[config.mk]
export PLATFORM = sky130hd
export DESIGN_NAME = irtx_runlen
export DESIGN_NICKNAME = d
export VERILOG_FILES = /design/src/rtl/irtx_pkg.sv /design/src/rtl/irtx_regs.sv /design/src/rtl/irtx_seq.sv /design/src/rtl/irtx_carrier.sv /design/src/rtl/irtx_runlen.sv
export SDC_FILE = /design/constraint.sdc
export NUM_CORES = 1
export LEC_CHECK = 0
export ABC_AREA = 1
export BUFFER_PORTS_ARGS = -buffer_cell sky130_fd_sc_hd__buf_2
export CORE_MARGIN = 1.5
export CORE_UTILIZATION = 45
export CTS_CLUSTER_SIZE = 12
export DETAILED_ROUTE_END_ITERATION = 6
export PLACE_DENSITY = 0.58
export SLEW_MARGIN = 20
export SYNTH_ARGS = -nofsm -noshare
export SYNTH_HDL_FRONTEND = slang
export SYNTH_HIERARCHICAL = 1
export SYNTH_SLANG_ARGS = --single-unit
[constraint.sdc]
create_clock -name clk -period 4.5 [get_ports clk]
set_input_delay 0.9 -clock clk [delete_from_list [all_inputs] [get_ports clk]]
set_output_delay 0.9 -clock clk [all_outputs]
set_load 0.01 [all_outputs]
[src/rtl/irtx_pkg.sv]
package irtx_pkg;
  localparam int ADDR_W = 3;
  localparam int DATA_W = 8;
  localparam int CNT_W  = 7;   // duration field, bits 6:0
  localparam int PER_W  = 7;   // carrier period / width fields

  localparam logic [ADDR_W-1:0] ADR_SLOT0 = 3'd0;
  localparam logic [ADDR_W-1:0] ADR_SLOT1 = 3'd1;
  localparam logic [ADDR_W-1:0] ADR_CPER  = 3'd2;
  localparam logic [ADDR_W-1:0] ADR_CHIGH = 3'd3;
  localparam logic [ADDR_W-1:0] ADR_CTRL  = 3'd4;
  localparam logic [ADDR_W-1:0] ADR_MASK  = 3'd5;
  localparam logic [ADDR_W-1:0] ADR_REQ   = 3'd6;
  localparam logic [ADDR_W-1:0] ADR_GO    = 3'd7;

  localparam logic [PER_W-1:0] DEF_PERIOD = 7'd32;
  localparam logic [PER_W-1:0] DEF_HIGH   = 7'd16;

  typedef struct packed {
    logic             mark;
    logic [CNT_W-1:0] cnt;
  } sample_t;

  typedef struct packed {
    logic             pol;
    logic [PER_W-1:0] period;
    logic [PER_W-1:0] high;
    logic             cen;
  } carrier_cfg_t;
endpackage

[src/rtl/irtx_regs.sv]
module irtx_regs
  import irtx_pkg::*;
#(
  parameter int N_EMIT = 2
) (
  input  logic                clk,
  input  logic                rst,
  input  logic                wr_en,
  input  logic [ADDR_W-1:0]   wr_addr,
  input  logic [DATA_W-1:0]   wr_data,
  input  logic                consume,
  input  logic                consume_sel,
  input  logic                req_set,
  output sample_t [1:0]       slot_q,
  output logic [1:0]          slot_vld,
  output carrier_cfg_t        ccfg,
  output logic [N_EMIT-1:0]   mask_q,
  output logic                req_q,
  output logic                go
);
  // Two sample slots, written by address, released when consumed
  for (genvar s = 0; s < 2; s++) begin : g_slot
    sample_t data_r;
    logic    vld_r;
    logic    hit;
    assign hit = wr_en && (wr_addr == ((s == 0) ? ADR_SLOT0 : ADR_SLOT1));
    always_ff @(posedge clk) begin
      if (rst) begin
        data_r <= '0;
        vld_r  <= 1'b0;
      end else if (hit) begin
        data_r <= sample_t'(wr_data);
        vld_r  <= 1'b1;
      end else if (consume && (consume_sel == 1'(s))) begin
        vld_r  <= 1'b0;
      end
    end
    assign slot_q[s]   = data_r;
    assign slot_vld[s] = vld_r;
  end

  // Carrier, control and mask settings with reset defaults
  always_ff @(posedge clk) begin
    if (rst) begin
      ccfg.pol    <= 1'b1;
      ccfg.period <= DEF_PERIOD;
      ccfg.high   <= DEF_HIGH;
      ccfg.cen    <= 1'b1;
      mask_q      <= '1;
    end else if (wr_en) begin
      case (wr_addr)
        ADR_CPER: begin
          ccfg.pol    <= wr_data[DATA_W-1];
          ccfg.period <= wr_data[PER_W-1:0];
        end
        ADR_CHIGH: ccfg.high <= wr_data[PER_W-1:0];
        ADR_CTRL:  ccfg.cen  <= wr_data[0];
        ADR_MASK:  mask_q    <= wr_data[N_EMIT-1:0];
        default: ;
      endcase
    end
  end

  // Sticky request flag: set wins over clear
  always_ff @(posedge clk) begin
    if (rst)
      req_q <= 1'b0;
    else if (req_set)
      req_q <= 1'b1;
    else if (wr_en && (wr_addr == ADR_REQ) && !wr_data[0])
      req_q <= 1'b0;
  end

  assign go = wr_en && (wr_addr == ADR_GO);
endmodule

[src/rtl/irtx_seq.sv]
module irtx_seq
  import irtx_pkg::*;
#(
  parameter int SAMPLE_CLKS = 10000
) (
  input  logic          clk,
  input  logic          rst,
  input  logic          go,
  input  sample_t [1:0] slot_q,
  input  logic [1:0]    slot_vld,
  output logic          consume,
  output logic          consume_sel,
  output logic          restart,
  output logic          busy_q,
  output logic          mark_q
);
  localparam int MAX_LEN = ((1 << CNT_W) - 1) * SAMPLE_CLKS;
  localparam int LEN_W   = $clog2(MAX_LEN + 1);

  logic             rd_sel;
  logic [LEN_W-1:0] remain;
  logic             sel;
  logic             at_end;
  logic             load;
  sample_t          cur;
  logic [CNT_W-1:0] cnt_eff;
  logic [LEN_W-1:0] len;

  always_comb begin
    sel     = busy_q ? rd_sel : 1'b0;           // a fresh start always reads slot 0
    at_end  = busy_q && (remain == LEN_W'(1));
    load    = (!busy_q && go && slot_vld[0]) ||
              (at_end && slot_vld[rd_sel]);
    cur     = slot_q[sel];
    cnt_eff = (cur.cnt == '0) ? CNT_W'(1) : cur.cnt;  // zero length acts as one
    len     = LEN_W'(cnt_eff) * LEN_W'(SAMPLE_CLKS);
  end

  always_ff @(posedge clk) begin
    if (rst) begin
      busy_q <= 1'b0;
      mark_q <= 1'b0;
      rd_sel <= 1'b0;
      remain <= '0;
    end else if (load) begin
      busy_q <= 1'b1;
      mark_q <= cur.mark;
      rd_sel <= ~sel;
      remain <= len;
    end else if (at_end) begin
      busy_q <= 1'b0;                           // underrun: stop
      mark_q <= 1'b0;
      rd_sel <= 1'b0;
      remain <= '0;
    end else if (busy_q) begin
      remain <= remain - LEN_W'(1);
    end
  end

  assign consume     = load;
  assign consume_sel = sel;
  assign restart     = load;
endmodule

[src/rtl/irtx_carrier.sv]
module irtx_carrier
  import irtx_pkg::*;
#(
  parameter int UNIT_CLKS = 100
) (
  input  logic         clk,
  input  logic         rst,
  input  logic         restart,
  input  carrier_cfg_t ccfg,
  output logic         wave
);
  logic [PER_W-1:0] phase;
  logic [PER_W-1:0] eff_p;
  logic [PER_W-1:0] eff_h;
  logic             unit_tick;

  assign eff_p = (ccfg.period == '0) ? PER_W'(1) : ccfg.period;
  assign eff_h = (ccfg.high == '0) ? PER_W'(1) : ccfg.high;

  if (UNIT_CLKS > 1) begin : g_pre
    localparam int PRE_W = $clog2(UNIT_CLKS);
    logic [PRE_W-1:0] pre;
    assign unit_tick = (pre == PRE_W'(UNIT_CLKS - 1));
    always_ff @(posedge clk) begin
      if (rst || restart || unit_tick)
        pre <= '0;
      else
        pre <= pre + PRE_W'(1);
    end
  end else begin : g_nopre
    assign unit_tick = 1'b1;
  end

  always_ff @(posedge clk) begin
    if (rst || restart)
      phase <= '0;
    else if (unit_tick)
      phase <= (phase >= eff_p - PER_W'(1)) ? '0 : phase + PER_W'(1);
  end

  // polarity picks which level the first W units carry
  assign wave = (phase < eff_h) ? ccfg.pol : ~ccfg.pol;
endmodule

[src/rtl/irtx_runlen.sv]
module irtx_runlen
  import irtx_pkg::*;
#(
  parameter int SAMPLE_CLKS = 10000,
  parameter int UNIT_CLKS   = 100,
  parameter int N_EMIT      = 2
) (
  input  logic              clk,
  input  logic              rst,
  input  logic              wr_en,
  input  logic [2:0]        wr_addr,
  input  logic [7:0]        wr_data,
  output logic [N_EMIT-1:0] emit_o,
  output logic              irq_o,
  output logic              busy_o
);
  sample_t [1:0]     slot_q;
  logic [1:0]        slot_vld;
  carrier_cfg_t      ccfg;
  logic [N_EMIT-1:0] mask_q;
  logic              req_q;
  logic              go;
  logic              consume;
  logic              consume_sel;
  logic              restart;
  logic              busy_q;
  logic              mark_q;
  logic              wave;
  logic              carrier_on;
  logic              level;

  irtx_regs #(.N_EMIT(N_EMIT)) u_regs (
    .clk(clk), .rst(rst), .wr_en(wr_en), .wr_addr(wr_addr), .wr_data(wr_data),
    .consume(consume), .consume_sel(consume_sel), .req_set(consume),
    .slot_q(slot_q), .slot_vld(slot_vld), .ccfg(ccfg), .mask_q(mask_q),
    .req_q(req_q), .go(go)
  );

  irtx_seq #(.SAMPLE_CLKS(SAMPLE_CLKS)) u_seq (
    .clk(clk), .rst(rst), .go(go), .slot_q(slot_q), .slot_vld(slot_vld),
    .consume(consume), .consume_sel(consume_sel), .restart(restart),
    .busy_q(busy_q), .mark_q(mark_q)
  );

  irtx_carrier #(.UNIT_CLKS(UNIT_CLKS)) u_car (
    .clk(clk), .rst(rst), .restart(restart), .ccfg(ccfg), .wave(wave)
  );

  assign carrier_on = ccfg.cen;
  // marks follow the carrier or stay high; spaces and idle stay low
  assign level = busy_q && mark_q && (carrier_on ? wave : 1'b1);

  for (genvar i = 0; i < N_EMIT; i++) begin : g_emit
    logic q;
    always_ff @(posedge clk) begin
      if (rst) q <= 1'b0;
      else     q <= level & mask_q[i];
    end
    assign emit_o[i] = q;
  end

  assign irq_o  = req_q;
  assign busy_o = busy_q;
endmodule

==> results_dict.tcl <==
set metrics [dict create \
    worstPathBufferInverterCount 4 \
    highest_layer "met4" \
    cts_max_level 3 \
    ir_drop_mv 0.221 \
    routed_wl_microns 12700 \
    regArea_sq_um 1540 \
    post-dp-hpwl_microns 9840 \
    startpoint_type "flop" \
    syn_nets 873 \
    worst_slack_ns 0.580 \
    crit_type "reg2reg" \
    worstPathMaxFanout 10 \
    io_buffers 17 \
    clock_path_buffers 2 \
    cts-root-buf "clkbuf_16" \
    cts_setup_buffers 0 \
    crit_path_cell_trace "nand2_4 > inv_2 > nand2_1 > nand2_1 > ha_1 > ha_1 > inv_1 > fa_1 > fa_1 > inv_1 > ha_1 > a21oi_1 > nand3_1 > xor2_1 > nand2_1 > nand3_1 > nand2_1 > inv_1" \
    routed-wl-met3_microns 502 \
    routed_via_density 5.11 \
    row_count 39 \
    drt-met1-wl_microns 6180 \
    max_freq_mhz 255 \
    clk_pin_slew_ns 0.06 \
    finalSetupTns_ns 0 \
    fin_crit_sh_pct 87.1 \
    antenna_cells 0 \
    multi_input_area_sq_um 3380 \
    first_iter_violations 387 \
    drv_slew 0 \
    yosysTopAreaCell "dfxtp_1" \
    cts_made_buffers 9 \
    clock_skew_ns 0.00261 \
    critPathMaxStageDelay_ns 0.54 \
    p_per_area_nw_per_um2 284 \
    status "finished, final reports clean" \
    firstDrtPassIters 5 \
    die_w_microns 113 \
    min_path_type "reg2reg" \
    place_ws_ns 0.611 \
    end_kind "flop" \
    synth_area_sq_um 5420 \
    cts_tree "yes" \
    wire_per_inst_microns 13.2 \
    drc 0 \
    clk_latency_ns 0.34 \
    die_y_microns 113 \
    synth_top_area_share_pct 28.4 \
    drv_cap 0 \
    worst_pin_slew_ns 0.829 \
    gp_congestion 0.848 \
    crit_family "adder cells" \
    synth_area_leaders "dfxtp_1, nand2_1, ha_1, nor2_1, inv_1" \
    globalRouteOverflowTotal 0 \
    hold_viol 0 \
    synth_cell_types 39 \
    start_util_pct 46.9 \
    syn_avg_cell_area_sq_um 6.81 \
    cp.required_ns 4.73 \
    final_core_util_pct 51.2 \
    p_leak_uw 0.00307 \
    grt_pass1_wl_microns 22100 \
    die_area_sq_um 12700 \
    ioPinCount 18 \
    dp.cells 944 \
    critPathArrivalTime_ns 4.15 \
    ys_seq_area_share_pct 28.4 \
    grt_max_degree 35 \
    syn_inst 796 \
    grtUsageTotal_pct 21.6 \
    crit_top_cell "nand2_1" \
    drive_gt1_share_pct 9.80 \
    finalPower_uw 1680 \
    area_delta_synth_final_pct 9.18 \
    antenna_found_initial 0 \
    holdBufCountCts 0 \
    drtAntennaViolNets 0 \
    nFillCells 1165 \
    setup_violations 0 \
    critical_path.slowest_cell "fa_1" \
    cts.sinks 77 \
    period_needed_ns 3.92 \
    nNetsFinal 889 \
    fin_cells 959 \
    cts_resized 0 \
    num_vias 4898 \
    grt_pass1_vias 4676 \
    ys_seq_elements 77 \
    ys_warn_count 6 \
    route.met2.wl_microns 5800 \
    core_area_sq_um 11600 \
    grt_setup_unrepaired "no" \
    slew_headroom_pct 44.7 \
]
## sequential cells by signal (all words and copies together) (netlist names), 2 cells and up
name,cells
u_regs/ccfg,16
u_car/g_pre.pre,7
u_regs/slot_q,16
u_car/phase,7
u_regs/mask_q,2
u_regs/g_slot.vld_r,2
u_seq/remain,21
g_emit.q,2
## layout by cell type, fill, tap and decap left out, types with 2 or more instances in the layout
cell type / Yosys / final
a21oi_1: 30 / 30
a21oi_2: 3 / 3
a31o_2: 2 / 2
a31oi_1: 3 / 3
buf_2: 1 / 17
buf_4: 7 / 2
bufinv_16: 0 / 2
clkbuf_16: 0 / 9
clkinv_2: 4 / 5
dfxtp_1: 77 / 77
fa_1: 8 / 8
ha_1: 55 / 55
inv_1: 100 / 100
inv_2: 3 / 3
nand2_1: 194 / 194
nand2_2: 9 / 9
nand2_4: 2 / 2
nand3_1: 62 / 62
nand3b_1: 2 / 2
nand4_1: 14 / 14
nor2_1: 121 / 121
nor2_2: 9 / 9
nor2_4: 7 / 7
nor3_1: 4 / 4
nor3b_1: 2 / 2
o21ai_0: 36 / 36
o21bai_1: 6 / 6
or2_2: 5 / 5
xnor2_1: 4 / 4
xor2_1: 11 / 11
## path summary, 6_finish.rpt
kind	slack (ns)	endpoint	start	depth (start not counted)
worst max-delay path	0.58	u_seq/remain[14]$_SDFFE_PP0P_	u_seq/rd_sel$_SDFFE_PP0P_	18
worst min-delay path	0.44	g_emit[1].q$_SDFF_PP0_	u_regs/mask_q[1]$_SDFFE_PP1P_	2
worst max register to register	0.58	u_seq/remain[14]$_SDFFE_PP0P_	u_seq/rd_sel$_SDFFE_PP0P_	18
worst min register to register	0.44	g_emit[1].q$_SDFF_PP0_	u_regs/mask_q[1]$_SDFFE_PP1P_	2
## cell usage after synthesis
cell type and n:
nand4_2 1, nor2_1 121, nor3_1 4, inv_2 3, a31oi_1 3, a31o_2 2, nand4_1 14, a211oi_1 1
dfxtp_1 77, mux2i_1 1, nand2_2 9, nor3b_1 2, nor4_1 1, xor2_1 11, nand2_1 194, buf_2 1
nand2_4 2, clkbuf_1 5, clkinv_2 4, or2_0 1, nand3b_1 2, a21oi_1 30, buf_4 7, buf_12 1
nand4_4 1, o21ai_0 36, ha_1 55, o21ai_1 1, inv_1 100, and2_1 1, xnor2_1 4, o21bai_1 6
nand3_1 62, nor2_4 7, nor2_2 9, o21bai_2 1, a21oi_2 3, fa_1 8, or2_2 5
## tightest hold or removal path, stage by stage, from the launching register on
cell and delay, ns:
dfxtp_1 0.31, nand2_1 0.06, nor2_1 0.04
## stage by stage
stage,hold slack [ns],area [sq um]
final,0.444,5920
after global routing,0.464,5920
after CTS,0.447,5920
after detailed placement,0.437,5610
after global placement,0.430,5610
after floorplan,0.418,5420
## kinds of logic after synthesis
group / after synthesis / share of synthesized area, %
AND/OR/NAND/NOR: 436 / 35.5
buffers and inverters: 121 / 9.27
flip-flops: 77 / 28.4
multiplexers: 1 / 0.185
AO/OA/AOI/OAI: 83 / 8.51
adder cells (fa/ha/maj): 63 / 15.6
XOR/XNOR: 15 / 2.42
## layer usage
layer / vias up / GRT usage, %
met5: - / 0
met4: 0 / 7.93
met3: 11 / 3.05
met2: 92 / 35.2
met1: 2221 / 29.2
li1: 2574 / -
## power by group
part	internal (uW)	switching, uW	leakage [uW]
Clock	497	282	0.000152
Sequential	696	11.1	0.000624
Combinational	71.6	127	0.00229
Total	1260	419	0.00307
## area by class of cell
| cell class | count | area share (%) |
|---|---|---|
| multi-input combinational | 598 | 57.1 |
| sequential | 77 | 26.0 |
| inverter | 107 | 6.87 |
| clock buffer | 11 | 4.10 |
| tap | 143 | 3.02 |
| timing repair buffer | 19 | 1.69 |
| clock inverter | 4 | 1.23 |
Power figures use the tool's default switching activity.
